**src/rtl/bps_pkg.sv**
```systemverilog
package bps_pkg;
  parameter int PLANES      = 4;
  parameter int WORD_W      = 16;
  parameter int SYNC_STAGES = 2;

  localparam int PCNT_W = $clog2(PLANES + 1);
  localparam int SCNT_W = $clog2(WORD_W);

  typedef struct packed {
    logic              boundary;   // last bit of current word leaves this cycle
    logic              transfer;   // front bank moves into shift bank
    logic [PLANES-1:0] planeWe;    // one-hot front register write
  } bps_strobe_t;
endpackage

```
**src/rtl/bps_ctrl.sv**
```systemverilog
module bps_ctrl
  import bps_pkg::*;
(
  input  logic        clk,
  input  logic        rst_n,
  input  logic        load_n,
  output bps_strobe_t strobes,
  output logic        underrun
);
  logic [SYNC_STAGES-1:0] syncChain;
  logic                   prevLevel;
  logic                   loadPulse;
  logic [PCNT_W-1:0]      planeCnt;
  logic [SCNT_W-1:0]      shiftCnt;
  logic                   bankFull;
  logic                   seam;

  always_ff @(posedge clk) begin
    if (!rst_n) begin
      syncChain <= '1;
      prevLevel <= 1'b1;
    end else begin
      if (SYNC_STAGES > 1)
        syncChain <= {syncChain[SYNC_STAGES-2:0], load_n};
      else
        syncChain <= load_n;
      prevLevel <= syncChain[SYNC_STAGES-1];
    end
  end

  assign loadPulse = prevLevel & ~syncChain[SYNC_STAGES-1];
  assign bankFull  = (planeCnt == PCNT_W'(PLANES));
  assign seam      = (shiftCnt == SCNT_W'(WORD_W - 1));

  assign strobes.boundary = seam;
  assign strobes.transfer = seam & bankFull;

  for (genvar p = 0; p < PLANES; p++) begin : g_sel
    assign strobes.planeWe[p] = loadPulse & ~bankFull & (planeCnt == PCNT_W'(p));
  end

  always_ff @(posedge clk) begin
    if (!rst_n) begin
      shiftCnt <= '0;
      planeCnt <= '0;
      underrun <= 1'b0;
    end else begin
      shiftCnt <= seam ? '0 : shiftCnt + 1'b1;
      if (strobes.transfer)
        planeCnt <= '0;
      else if (loadPulse && !bankFull)
        planeCnt <= planeCnt + 1'b1;
      if (seam)
        underrun <= ~bankFull;
    end
  end

  AST_PULSE_SINGLE: assert property (@(posedge clk) disable iff (!rst_n)
    loadPulse |=> !loadPulse);
  AST_PLANE_RESTART: assert property (@(posedge clk) disable iff (!rst_n)
    strobes.transfer |=> planeCnt == '0);
  AST_PLANE_BOUND: assert property (@(posedge clk) disable iff (!rst_n)
    planeCnt <= PCNT_W'(PLANES));
  AST_SEAM_WRAP: assert property (@(posedge clk) disable iff (!rst_n)
    seam |=> shiftCnt == '0);
endmodule

```
**src/rtl/bps_datapath.sv**
```systemverilog
module bps_datapath
  import bps_pkg::*;
(
  input  logic              clk,
  input  logic              rst_n,
  input  logic [WORD_W-1:0] load_data,
  input  bps_strobe_t       strobes,
  output logic [PLANES-1:0] pixel
);
  logic [WORD_W-1:0] frontReg [PLANES];
  logic [WORD_W-1:0] shiftReg [PLANES];

  for (genvar p = 0; p < PLANES; p++) begin : g_plane
    always_ff @(posedge clk) begin
      if (!rst_n)
        frontReg[p] <= '0;
      else if (strobes.planeWe[p])
        frontReg[p] <= load_data;
    end

    always_ff @(posedge clk) begin
      if (!rst_n)
        shiftReg[p] <= '0;
      else if (strobes.boundary)
        shiftReg[p] <= strobes.transfer ? frontReg[p] : '0;
      else
        shiftReg[p] <= {shiftReg[p][WORD_W-2:0], 1'b0};
    end

    assign pixel[p] = shiftReg[p][WORD_W-1];

    AST_FRONT_HOLD: assert property (@(posedge clk) disable iff (!rst_n)
      !strobes.planeWe[p] |=> $stable(frontReg[p]));
    AST_BANK_COPY: assert property (@(posedge clk) disable iff (!rst_n)
      strobes.transfer |=> shiftReg[p] == $past(frontReg[p]));
  end

  AST_ZERO_FILL: assert property (@(posedge clk) disable iff (!rst_n)
    (strobes.boundary && !strobes.transfer) |=> pixel == '0);
endmodule

```
**src/rtl/bitplane_shifter.sv**
```systemverilog
module bitplane_shifter
  import bps_pkg::*;
(
  input  logic              clk,
  input  logic              rst_n,
  input  logic              load_n,
  input  logic [WORD_W-1:0] load_data,
  output logic [PLANES-1:0] pixel,
  output logic              underrun
);
  bps_strobe_t strobes;

  bps_ctrl u_ctrl (
    .clk      (clk),
    .rst_n    (rst_n),
    .load_n   (load_n),
    .strobes  (strobes),
    .underrun (underrun)
  );

  bps_datapath u_dp (
    .clk       (clk),
    .rst_n     (rst_n),
    .load_data (load_data),
    .strobes   (strobes),
    .pixel     (pixel)
  );
endmodule

```
**config.mk**
```make
export PLATFORM = sky130hd
export DESIGN_NAME = bitplane_shifter
export DESIGN_NICKNAME = d
export VERILOG_FILES = /design/src/rtl/bps_pkg.sv /design/src/rtl/bps_ctrl.sv /design/src/rtl/bps_datapath.sv /design/src/rtl/bitplane_shifter.sv
export SDC_FILE = /design/constraint.sdc
export NUM_CORES = 1
export LEC_CHECK = 0
export BUFFER_PORTS_ARGS = -buffer_cell sky130_fd_sc_hd__buf_2
export CORE_MARGIN = 1
export CORE_UTILIZATION = 35
export CTS_BUF_LIST = sky130_fd_sc_hd__clkbuf_8
export CTS_CLUSTER_DIAMETER = 50
export DETAILED_ROUTE_END_ITERATION = 7
export GPL_ROUTABILITY_DRIVEN = 0
export HOLD_SLACK_MARGIN = 0.12
export PLACE_DENSITY_LB_ADDON = 0.2
export SYNTH_ARGS = -nofsm -noshare
export SYNTH_HDL_FRONTEND = slang
export SYNTH_SLANG_ARGS = --single-unit
```
**constraint.sdc**
```tcl
create_clock -name clk -period 4.3 [get_ports clk]
set_input_delay 0.86 -clock clk [delete_from_list [all_inputs] [get_ports clk]]
set_output_delay 0.86 -clock clk [all_outputs]
set_load 0.005 [all_outputs]
```
==> impl_metrics.json <==
{
  "clock_skew_ps": 7.07,
  "worstSetupPathType": "flip-flop to flip-flop",
  "wl_um": 8800,
  "seq_area_frac_synth_pct": 73.0,
  "cts-resized-gates": 0,
  "final_util_pct": 41.7,
  "fillers": 1420,
  "critical-path-slowest-cell": "and2_2",
  "arrival_ps": 2400,
  "die_w_um": 128,
  "vias": 2813,
  "fp.dieArea_mm2": 0.0164,
  "rsz0062_at_grt": "no",
  "yosysMostFrequentCell": "edfxtp_1",
  "powerDensity_mw_per_mm2": 427,
  "hold_violations": 0,
  "yosys_warnings": 0,
  "area_growth_pct": 15.2,
  "synth-seq-cells": 139,
  "slew_viol_final": 0,
  "core_area_mm2": 0.0154,
  "layout-drive-gt1-share_pct": 12.2,
  "cts.path.max_buffers": 2,
  "path_cells": "ha_1, nand3_4, and2_2, buf_4, a22o_1",
  "overflow": 0,
  "synth-xor-area-share_pct": 0.315,
  "cp-start-kind": "flip-flop",
  "slew_headroom_pct": 40.6,
  "grt_pass1_vias": 2861,
  "detail-route-antenna-nets": 0,
  "fin_setup_tns_ps": 0,
  "synth_top_family_by_area": "simple AND/OR/NAND/NOR gates",
  "cap_violations": 0,
  "clk-insertion-delay-late_ps": 430,
  "wl_met1_um": 3960,
  "synth-simple-area-share_pct": 11.1,
  "postLayoutSetupSlackWorst_ps": 2200,
  "portBuffers": 23,
  "finalCriticalPeriod_ps": 2100,
  "drc": 0,
  "synthArstFlopShare_pct": 0,
  "synth-compound-area-share_pct": 10.4,
  "postSynthCellCount": 342,
  "path_delay_family": "simple AND/OR/NAND/NOR gates",
  "clock-sinks": 139,
  "io_pins": 24,
  "vdd_drop_max_mv": 0.256,
  "wl_met3_um": 358,
  "start_util_pct": 36.2,
  "fin_nets": 453,
  "antennaDiodeCount": 0,
  "power.leakage_nw": 2.48,
  "place_inst": 620,
  "grt_pass1_wl_um": 14600,
  "htreeDepth": 4,
  "cts_tree": "yes",
  "holdWs_ps": 411,
  "fmax_mhz": 475,
  "yosysTopAreaCell": "edfxtp_1",
  "setup_viol": 0,
  "drt_iter0_drc": 202,
  "yosys-top-cells-area": "edfxtp_1, a22o_1, and2_1, dfxtp_1, buf_6",
  "vias_per_cell": 4.31,
  "ys_types": 28,
  "root_buffer": "clkbuf_8",
  "num_rows": 45,
  "synth_top_cell_area_share_pct": 69.1,
  "grt_use_total_pct": 12.1,
  "crit_path_end_kind": "flip-flop",
  "dr.pass1.iters": 4,
  "die_h_um": 128,
  "finalCritPeriodShare_pct": 48.9,
  "yosys-top-cells-count": "edfxtp_1, and2_1, a22o_1",
  "syn-cell-area_mm2": 0.00557,
  "hp-class": "flip-flop to flip-flop",
  "yosys.area_share.adder_pct": 1.35,
  "post-cts-setup-buffer-count": 0,
  "ctsHoldBuffers": 0,
  "pre_cts_slack_ps": 1740,
  "tightest_slew_ps": 888,
  "routed.top_layer": "met4",
  "place_hpwl_um": 5610,
  "synth_top_flop_cell": "edfxtp_1",
  "antenna_found_initial": 0,
  "worstPathRequired_ps": 4590,
  "status": "completed",
  "post_drt_wl_per_cell_um": 13.5,
  "fin_cells": 652,
  "grt_max_degree": 65,
  "critPathMaxStageDelay_ps": 670,
  "syn_avg_cell_area_um2": 16.3,
  "met2WireLength_um": 4380,
  "clk_pin_slew_ps": 70,
  "critPathBufInv": 1,
  "cts_buffers": 17,
  "synthMuxAreaShare_pct": 0,
  "crit_fanout": 39,
  "synth-edff-count": 128
}
## cell usage in the layout (no fill, tap or decap), types with 5 or more instances in the layout
master	instances
a22o_1	60
and2_1	69
buf_2	23
clkbuf_8	17
clkinv_1	6
conb_1	64
dfxtp_1	11
edfxtp_1	128
ha_1	6
inv_1	8
nand2_1	6
nand2b_1	5
nor2_1	5
## cell families after synthesis
kind of cell / after synthesis
AO/OA/AOI/OAI: 69
XOR/XNOR: 2
adder cells (fa/ha/maj): 6
buffers and inverters: 27
flip-flops: 139
other: 1
AND/OR/NAND/NOR: 98
## area by class of cell
class                           instances  area (um^2)  area share (%)
Sequential cell                       139         4060            63.4
Multi-Input combinational cell        239         1530            23.8
Tap cell                              211          264            4.12
Clock buffer                           17          234            3.65
Clock inverter                         15          164            2.56
Timing Repair Buffer                   26          138            2.15
Inverter                                5         18.8           0.293
## per-layer routing
| layer | up-vias | track usage [%] |
|---|---|---|
| li1 | 1397 | - |
| met1 | 1360 | 14.0 |
| met2 | 47 | 20.1 |
| met3 | 9 | 4.80 |
| met4 | 0 | 4.57 |
| met5 | - | 0 |
## flip-flops by register name, summed over array words and instances, names as in the netlist
| signal | count |
|---|---|
| u_dp.shiftReg | 64 |
| u_dp.frontReg | 64 |
| u_ctrl.prevLevel | 1 |
| u_ctrl.syncChain | 2 |
| u_ctrl.shiftCnt | 4 |
| u_ctrl.underrun | 1 |
| u_ctrl.planeCnt | 3 |
## power breakdown
group,total (mW),switching [mW],internal [mW]
clock network,1.08,0.467,0.611
logic,0.0991,0.0615,0.0376
registers,1.56,0.0199,1.54
total,2.74,0.548,2.19
## stage by stage
stage,area (um^2),total power [mW]
2_1_floorplan,5800,1.66
4_1_cts,6410,2.77
6_report,6410,2.74
5_1_grt,6410,2.84
3_5_place_dp,6010,1.69
3_3_place_gp,6010,1.69
## worst paths after layout
path	start	end	slack (ps)	cells past startpoint
max reg2reg	u_ctrl.shiftCnt[0]	u_dp.shiftReg[0][1]	2200	5
min	u_ctrl.syncChain[0]	u_ctrl.syncChain[1]	410	1
max	u_ctrl.shiftCnt[0]	u_dp.shiftReg[0][1]	2200	5
min reg2reg	u_ctrl.syncChain[0]	u_ctrl.syncChain[1]	410	1
Power figures use the tool's default switching activity.
